<file path="src/rtl/sic_pkg.sv">
package sic_pkg;

    localparam logic [11:0] A_MSTATUS = 12'h300;
    localparam logic [11:0] A_MIE     = 12'h304;
    localparam logic [11:0] A_MIP     = 12'h344;
    localparam logic [11:0] A_SSTATUS = 12'h100;
    localparam logic [11:0] A_SIE     = 12'h104;
    localparam logic [11:0] A_SIP     = 12'h144;
    localparam logic [11:0] A_STVEC   = 12'h105;

    localparam int VM_W = 3;
    localparam logic [1:0] PRIV_U = 2'd0;
    localparam logic [1:0] PRIV_S = 2'd1;
    localparam logic [1:0] PRIV_M = 2'd3;
    localparam logic [VM_W-1:0] VM_BARE = 3'd0;
    localparam logic [VM_W-1:0] VM_SV32 = 3'd1;
    localparam logic [VM_W-1:0] VM_SV39 = 3'd2;
    localparam logic [VM_W-1:0] VM_SV48 = 3'd3;

    // machine status layout
    localparam int P_IE   = 0;
    localparam int P_PRV  = 1;
    localparam int P_IE1  = 3;
    localparam int P_PRV1 = 4;
    localparam int P_IE2  = 6;
    localparam int P_PRV2 = 7;
    localparam int P_VM   = 9;
    localparam int P_FS   = 12;
    localparam int P_XS   = 14;
    localparam int P_MPRV = 16;

    // supervisor status layout
    localparam int S_IE   = 0;
    localparam int S_PIE  = 1;
    localparam int S_PS   = 2;
    localparam int S_FS   = 3;
    localparam int S_XS   = 5;
    localparam int S_MPRV = 7;

    // interrupt bit positions in the word; internal vector index 0..3
    localparam int I_SSIP = 1;
    localparam int I_MSIP = 3;
    localparam int I_STIP = 5;
    localparam int I_MTIP = 7;

    typedef struct packed {
        logic            mprv;
        logic [1:0]      xs;
        logic [1:0]      fs;
        logic [VM_W-1:0] vm;
        logic [1:0]      prv2;
        logic            ie2;
        logic [1:0]      prv1;
        logic            ie1;
        logic [1:0]      prv;
        logic            ie;
    } stat_t;

    function automatic logic priv_ok(logic [1:0] p);
        return (p == PRIV_U) || (p == PRIV_S) || (p == PRIV_M);
    endfunction

endpackage

</file>
<file path="src/rtl/sic_status_wr.sv">
module sic_status_wr
    import sic_pkg::*;
#(
    parameter int XLEN    = 64,
    parameter bit HAS_EXT = 1'b1
) (
    input  stat_t           cur_i,
    input  logic            sview_i,
    input  logic [XLEN-1:0] wdata_i,
    output stat_t           nxt_o,
    output logic            chg_o
);

    stat_t cand;
    logic  vm_ok;
    logic  unused_wdata;

    assign unused_wdata = ^wdata_i;

    always_comb begin
        cand = cur_i;
        if (sview_i) begin
            cand.ie   = wdata_i[S_IE];
            cand.ie1  = wdata_i[S_PIE];
            cand.prv1 = {1'b0, wdata_i[S_PS]};
            cand.fs   = wdata_i[S_FS +: 2];
            cand.xs   = wdata_i[S_XS +: 2];
            cand.mprv = wdata_i[S_MPRV];
        end else begin
            cand.ie   = wdata_i[P_IE];
            cand.prv  = wdata_i[P_PRV +: 2];
            cand.ie1  = wdata_i[P_IE1];
            cand.prv1 = wdata_i[P_PRV1 +: 2];
            cand.ie2  = wdata_i[P_IE2];
            cand.prv2 = wdata_i[P_PRV2 +: 2];
            cand.vm   = wdata_i[P_VM +: VM_W];
            cand.fs   = wdata_i[P_FS +: 2];
            cand.xs   = wdata_i[P_XS +: 2];
            cand.mprv = wdata_i[P_MPRV];
        end
    end

    generate
        if (XLEN == 64) begin : g_vm64
            assign vm_ok = (cand.vm == VM_BARE) || (cand.vm == VM_SV39) ||
                           (cand.vm == VM_SV48);
        end else begin : g_vm32
            assign vm_ok = (cand.vm == VM_BARE) || (cand.vm == VM_SV32);
        end
    endgenerate

    always_comb begin
        nxt_o      = cand;
        nxt_o.prv  = priv_ok(cand.prv)  ? cand.prv  : cur_i.prv;
        nxt_o.prv1 = priv_ok(cand.prv1) ? cand.prv1 : cur_i.prv1;
        nxt_o.prv2 = priv_ok(cand.prv2) ? cand.prv2 : cur_i.prv2;
        nxt_o.vm   = vm_ok ? cand.vm : cur_i.vm;
        nxt_o.xs   = HAS_EXT ? cand.xs : cur_i.xs;
        chg_o      = (nxt_o.vm != cur_i.vm) || (nxt_o.prv != cur_i.prv) ||
                     (nxt_o.prv1 != cur_i.prv1) || (nxt_o.mprv != cur_i.mprv);
    end

endmodule

</file>
<file path="src/rtl/sic_read_mux.sv">
module sic_read_mux
    import sic_pkg::*;
#(
    parameter int XLEN = 64
) (
    input  logic [11:0]     addr_i,
    input  stat_t           st_i,
    input  logic [3:0]      ip_i,
    input  logic [3:0]      ie_i,
    input  logic [XLEN-1:0] tvec_i,
    output logic [XLEN-1:0] data_o,
    output logic            illegal_o
);

    logic [XLEN-1:0] mword;
    logic [XLEN-1:0] sword;
    logic            sd;

    function automatic logic [XLEN-1:0] spread(logic [3:0] b);
        logic [XLEN-1:0] w;
        w         = '0;
        w[I_SSIP] = b[0];
        w[I_MSIP] = b[1];
        w[I_STIP] = b[2];
        w[I_MTIP] = b[3];
        return w;
    endfunction

    always_comb begin
        sd                    = (&st_i.fs) | (&st_i.xs);
        mword                 = '0;
        mword[P_IE]           = st_i.ie;
        mword[P_PRV +: 2]     = st_i.prv;
        mword[P_IE1]          = st_i.ie1;
        mword[P_PRV1 +: 2]    = st_i.prv1;
        mword[P_IE2]          = st_i.ie2;
        mword[P_PRV2 +: 2]    = st_i.prv2;
        mword[P_VM +: VM_W]   = st_i.vm;
        mword[P_FS +: 2]      = st_i.fs;
        mword[P_XS +: 2]      = st_i.xs;
        mword[P_MPRV]         = st_i.mprv;
        mword[XLEN-1]         = sd;
        sword                 = '0;
        sword[S_IE]           = st_i.ie;
        sword[S_PIE]          = st_i.ie1;
        sword[S_PS]           = st_i.prv1[0];
        sword[S_FS +: 2]      = st_i.fs;
        sword[S_XS +: 2]      = st_i.xs;
        sword[S_MPRV]         = st_i.mprv;
        sword[XLEN-1]         = sd;

        illegal_o = 1'b0;
        case (addr_i)
            A_MSTATUS: data_o = mword;
            A_SSTATUS: data_o = sword;
            A_MIP:     data_o = spread(ip_i);
            A_MIE:     data_o = spread(ie_i);
            A_SIP:     data_o = spread({1'b0, ip_i[2], 1'b0, ip_i[0]});
            A_SIE:     data_o = spread({1'b0, ie_i[2], 1'b0, ie_i[0]});
            A_STVEC:   data_o = tvec_i;
            default: begin
                data_o    = '0;
                illegal_o = 1'b1;
            end
        endcase
    end

endmodule

</file>
<file path="src/rtl/sic_csr_file.sv">
module sic_csr_file
    import sic_pkg::*;
#(
    parameter int XLEN    = 64,
    parameter bit HAS_EXT = 1'b1
) (
    input  logic            clk,
    input  logic            rst_n,
    input  logic            wr_en,
    input  logic [11:0]     wr_addr,
    input  logic [XLEN-1:0] wr_data,
    input  logic [11:0]     rd_addr,
    output logic [XLEN-1:0] rd_data,
    output logic            rd_illegal,
    input  logic            timer_set,
    output logic            tlb_flush
);

    localparam int IRQ_N = 4;

    typedef struct packed {
        stat_t            st;
        logic [IRQ_N-1:0] ip;
        logic [IRQ_N-1:0] ie;
        logic [XLEN-1:0]  tvec;
        logic             flush;
    } regs_t;

    regs_t            r_d, r_q;
    stat_t            st_new;
    logic             st_chg;
    logic             sv_sel;
    logic [IRQ_N-1:0] ip_q_w;
    logic             unused_wr;

    assign sv_sel    = (wr_addr == A_SSTATUS);
    assign unused_wr = ^wr_data;

    sic_status_wr #(.XLEN(XLEN), .HAS_EXT(HAS_EXT)) u_status_wr (
        .cur_i   (r_q.st),
        .sview_i (sv_sel),
        .wdata_i (wr_data),
        .nxt_o   (st_new),
        .chg_o   (st_chg)
    );

    always_comb begin
        r_d       = r_q;
        r_d.flush = 1'b0;
        if (wr_en) begin
            case (wr_addr)
                A_MSTATUS, A_SSTATUS: begin
                    r_d.st    = st_new;
                    r_d.flush = st_chg;
                end
                A_MIP: begin
                    r_d.ip[0] = wr_data[I_SSIP];
                    r_d.ip[1] = wr_data[I_MSIP];
                    r_d.ip[2] = wr_data[I_STIP];
                end
                A_MIE: begin
                    r_d.ie[0] = wr_data[I_SSIP];
                    r_d.ie[1] = wr_data[I_MSIP];
                    r_d.ie[2] = wr_data[I_STIP];
                    r_d.ie[3] = wr_data[I_MTIP];
                end
                A_SIP: r_d.ip[0] = wr_data[I_SSIP];
                A_SIE: begin
                    r_d.ie[0] = wr_data[I_SSIP];
                    r_d.ie[2] = wr_data[I_STIP];
                end
                A_STVEC: r_d.tvec = {wr_data[XLEN-1:2], 2'b00};
                default: ;
            endcase
        end
        if (timer_set) r_d.ip[3] = 1'b1;
    end

    always_ff @(posedge clk or negedge rst_n) begin
        if (!rst_n) begin
            r_q         <= '0;
            r_q.st.prv  <= PRIV_M;
            r_q.st.prv1 <= PRIV_S;
            r_q.st.prv2 <= PRIV_S;
        end else begin
            r_q <= r_d;
        end
    end

    assign tlb_flush = r_q.flush;
    assign ip_q_w    = r_q.ip;

    sic_read_mux #(.XLEN(XLEN)) u_read_mux (
        .addr_i    (rd_addr),
        .st_i      (r_q.st),
        .ip_i      (r_q.ip),
        .ie_i      (r_q.ie),
        .tvec_i    (r_q.tvec),
        .data_o    (rd_data),
        .illegal_o (rd_illegal)
    );

endmodule

</file>
<file path="config.mk">
export PLATFORM = sky130hd
export DESIGN_NAME = sic_csr_file
export DESIGN_NICKNAME = d
export VERILOG_FILES = /design/src/rtl/sic_pkg.sv /design/src/rtl/sic_status_wr.sv /design/src/rtl/sic_read_mux.sv /design/src/rtl/sic_csr_file.sv
export SDC_FILE = /design/constraint.sdc
export NUM_CORES = 1
export LEC_CHECK = 0
export BUFFER_PORTS_ARGS = -buffer_cell sky130_fd_sc_hd__buf_2
export CAP_MARGIN = 20
export CORE_MARGIN = 4
export CORE_UTILIZATION = 51
export DETAILED_ROUTE_END_ITERATION = 10
export PLACE_DENSITY_LB_ADDON = 0.3
export SYNTH_ARGS = -nofsm -noshare
export SYNTH_HDL_FRONTEND = slang
export SYNTH_HIERARCHICAL = 1
export SYNTH_SLANG_ARGS = --single-unit
</file>
<file path="constraint.sdc">
create_clock -name clk -period 1.85 [get_ports clk]
set_input_delay 0.0925 -clock clk [delete_from_list [all_inputs] [get_ports clk]]
set_output_delay 0.0925 -clock clk [all_outputs]
set_load 0.01 [all_outputs]
</file>
==> results.json <==
{
  "async_flop_share_pct": 100.0,
  "drtIter0Drc": 213,
  "ir_drop_mv": 0.3261,
  "critical_path_required_ns": 1.76,
  "min_path_cells": 2,
  "clk_pin_slew_ns": 0.08,
  "grtUsageTotal_pct": 23.51,
  "critPathArrivalTime_ns": 1.73,
  "antenna_found_initial": 0,
  "cp_max_fo": 2,
  "die-area_mm2": 0.01118,
  "std_cell_rows": 35,
  "synth.distinct_cells": 51,
  "fmax_ghz": 0.5474,
  "detail-route-antenna-nets": 0,
  "cts_tree": "yes",
  "place_ws_ns": -0.02023,
  "synth_mux_area_share_pct": 27.23,
  "synth_edf_count": 0,
  "hp-start": "wr_data[8]",
  "grt_max_degree": 63,
  "yosys.area_share.simple_pct": 15.31,
  "setup_violations": 0,
  "cp-start-kind": "flop",
  "yosys.area_share.adder_pct": 0,
  "yosys_warnings": 6,
  "htreeDepth": 3,
  "drive_gt1_share_pct": 49.92,
  "yosysSeqAreaShare_pct": 45.31,
  "place.gp.congestion": 0.8066,
  "clock_sinks": 88,
  "grt_overflow": 0,
  "nNetsFinal": 688,
  "routed_wirelength_um": 12840,
  "fin_ws_ns": 0.02328,
  "cts_inserted_buffers": 9,
  "firstDrtPassIters": 4,
  "synthToLayoutAreaGrowth_pct": 34.99,
  "post_drt_wl_per_cell_um": 17.59,
  "fillers": 681,
  "ios": 158,
  "rsz0062_at_grt": "true",
  "vias_per_cell": 5.279,
  "p_leak_uw": 0.003536,
  "timing.setup.tns_ns": 0,
  "syn-mean-instance-area_um2": 12.85,
  "num_antenna_cells": 0,
  "path_cells": "mux2i_2, or4_1, a21oi_1, a31o_1, buf_2",
  "period_needed_ns": 1.827,
  "synth_top_family_by_area": "multiplexers",
  "rr_worst_depth": 6,
  "grt_first_pass_wirelength_um": 21040,
  "clock_skew_ns": 0.01392,
  "syn_area_mm2": 0.004871,
  "start_util_pct": 52.47,
  "first_global_vias": 4102,
  "synth_xor_area_share_pct": 0.5394,
  "power.density_mw_per_mm2": 556.2,
  "critPathCaptureType": "output port",
  "finalHoldViolations": 0,
  "finalPower_uw": 3657,
  "fin_cells": 730,
  "insertion_delay_ns": 0.36,
  "min_to": "r_q[9]$_DFFE_PN0P_",
  "die_h_um": 105.7,
  "vias": 3854,
  "hpwl_um": 8259,
  "netlist_instances": 379,
  "r2r_slack_ns": 0.32,
  "core_mm2": 0.009284,
  "status": "finished clean",
  "critical-path-max-stage-delay_ns": 0.55,
  "r2r_end": "tlb_flush$_DFF_PN0_",
  "ys.flop_type": "dfrtp_1",
  "relSlewSlack_pct": 63.51,
  "worst_slew_pin_slew_ns": 0.5474,
  "slew_viol_final": 0,
  "portBuffers": 157,
  "critPathSlowestCell": "dfstp_2",
  "fin_crit_sh_pct": 98.74,
  "cts-root-buf": "clkbuf_8",
  "drv_cap": 0,
  "die_w_um": 105.7,
  "synth_compound_area_share_pct": 7.603,
  "drc_errors": 0,
  "post-place-cells": 655,
  "hp-class": "in -> reg",
  "cts_buffer_depth": 2,
  "ys_ff_latch": 88,
  "timing.rr.start": "r_q[74]$_DFFE_PN1P_",
  "crit_type": "reg -> out",
  "hold_ws_ns": 0.01265
}
[critical path: cells and delay by family (launching register included)]
| family | cells | cell delay [ns] |
|---|---|---|
| multiplexers | 1 | 0.07 |
| flip-flops | 1 | 0.55 |
| AO/OA/AOI/OAI | 2 | 0.24 |
| AND/OR/NAND/NOR | 1 | 0.40 |
| buffers and inverters | 1 | 0.13 |
[synth_stat cells, types with 2 or more instances]
master    count  area share, %
dfrtp_1      84             43
mux2_4       60             18
and2_1       48            6.2
mux2_2       36            8.3
a32o_1       14            2.9
nor2b_1      14            1.8
nand2_1      11           0.85
buf_2         9           0.92
nor2_1        8           0.62
a21oi_1       7           0.72
buf_6         7            1.6
a22o_1        6            1.1
buf_4         6           0.92
and3_1        4           0.51
dfstp_2       4            2.2
inv_1         4           0.31
nor3_1        4           0.41
o21ai_0       4           0.41
a31oi_1       3           0.39
nand4_1       3           0.39
nor3b_1       3           0.46
o211ai_1      3           0.46
a31o_1        2           0.36
mux2i_1       2           0.41
nand3b_1      2           0.31
nor2_4        2           0.46
nor4b_2       2           0.62
o22a_1        2           0.36
or4_1         2           0.31
xnor2_1       2           0.36
[logic make-up after synthesis]
family,count (synthesis)
and+or+nand+nor,115
muxes,98
DFF,88
AOI/OAI and AO/OA,46
buffers and inverters,28
xor gates and xnor gates,3
other,1
[final cells by class]
cell class,count,area (µm²),share of cell area [%]
Clock inverter,6,68.82,1.047
Clock buffer,10,127.6,1.941
Sequential cell,88,2207,33.57
Timing Repair Buffer,228,1511,22.99
Multi-Input combinational cell,264,2480,37.72
Tap cell,129,161.4,2.455
Inverter,5,18.77,0.2854
[metal layers]
metal | up-vias | wire length (µm) | GRT usage [%]
met4 | 0 | 262 | 8.141
met3 | 18 | 792 | 4.225
met5 | - | 0 | 0
met1 | 1893 | 5483 | 29.68
li1 | 1792 | - | -
met2 | 151 | 6306 | 40.57
[layout by cell type, fill, tap and decap left out, drive strengths merged, types with 2 or more instances in the layout]
master | Yosys | routed
dlygate4sd3 | 0 | 56
o21ai | 4 | 4
a22o | 6 | 6
nor4 | 3 | 3
inv | 5 | 6
nor2 | 11 | 11
a21oi | 7 | 7
nor3 | 4 | 4
o211ai | 3 | 3
a32o | 14 | 14
xnor2 | 2 | 2
or4 | 2 | 2
nand2 | 12 | 12
dfrtp | 84 | 84
mux2 | 96 | 96
dfstp | 4 | 4
a31oi | 3 | 3
mux2i | 2 | 2
nand4 | 4 | 4
and2 | 48 | 48
a31o | 2 | 2
and3 | 4 | 4
o22a | 2 | 2
buf | 22 | 172
nor3b | 3 | 3
nor2b | 14 | 14
nand3b | 2 | 2
nor4b | 2 | 2
clkinv | 0 | 3
conb | 1 | 2
clkbuf | 1 | 10
[metrics by stage]
| step | area [µm²] | util, % |
|---|---|---|
| 6_report | 6575 | 70.82 |
| 4_1_cts | 6556 | 70.62 |
| 5_1_grt | 6575 | 70.82 |
| 3_3_place_gp | 5792 | 62.39 |
| 3_5_place_dp | 5792 | 62.39 |
| 2_1_floorplan | 4875 | - |
[timing repair]
action / CTS / global route
buffers inserted: 1 / 2
gates resized for setup: 0 / 1
endpoints found under the setup margin: 1 / 2
hold buffers: 56 / 0
hold endpoints to repair: 95 / 0
cloned: 0 / 0
[where the power goes]
group	leakage (µW)	switching (µW)	internal (µW)
registers	0.00121	6.57	1930
clock network	0.0000968	713	633
logic	0.00223	170	203
total	0.00354	889	2770
[flip-flops by register name, summed over array words and instances, names as in the netlist]
register	count
r_q	83
tlb_flush	1
ip_q_w	4
[how the worst max path moves through the flow]
| stage | startpoint | cells past startpoint | to | slack, ns |
|---|---|---|---|---|
| CTS | r_q[80]$_DFFE_PN1P_ | 5 | rd_data[7] | -0.005 |
| detailed placement | wr_addr[11] | 9 | tlb_flush$_DFF_PN0_ | -0.02 |
| global route | r_q[80]$_DFFE_PN1P_ | 5 | rd_data[7] | -0.07 |
| floorplan | wr_addr[11] | 8 | tlb_flush$_DFF_PN0_ | 0.13 |
| finish | r_q[80]$_DFFE_PN1P_ | 5 | rd_data[7] | 0.02 |
| global placement | wr_addr[11] | 9 | tlb_flush$_DFF_PN0_ | 0.03 |
(Power assumes the default switching activity.)
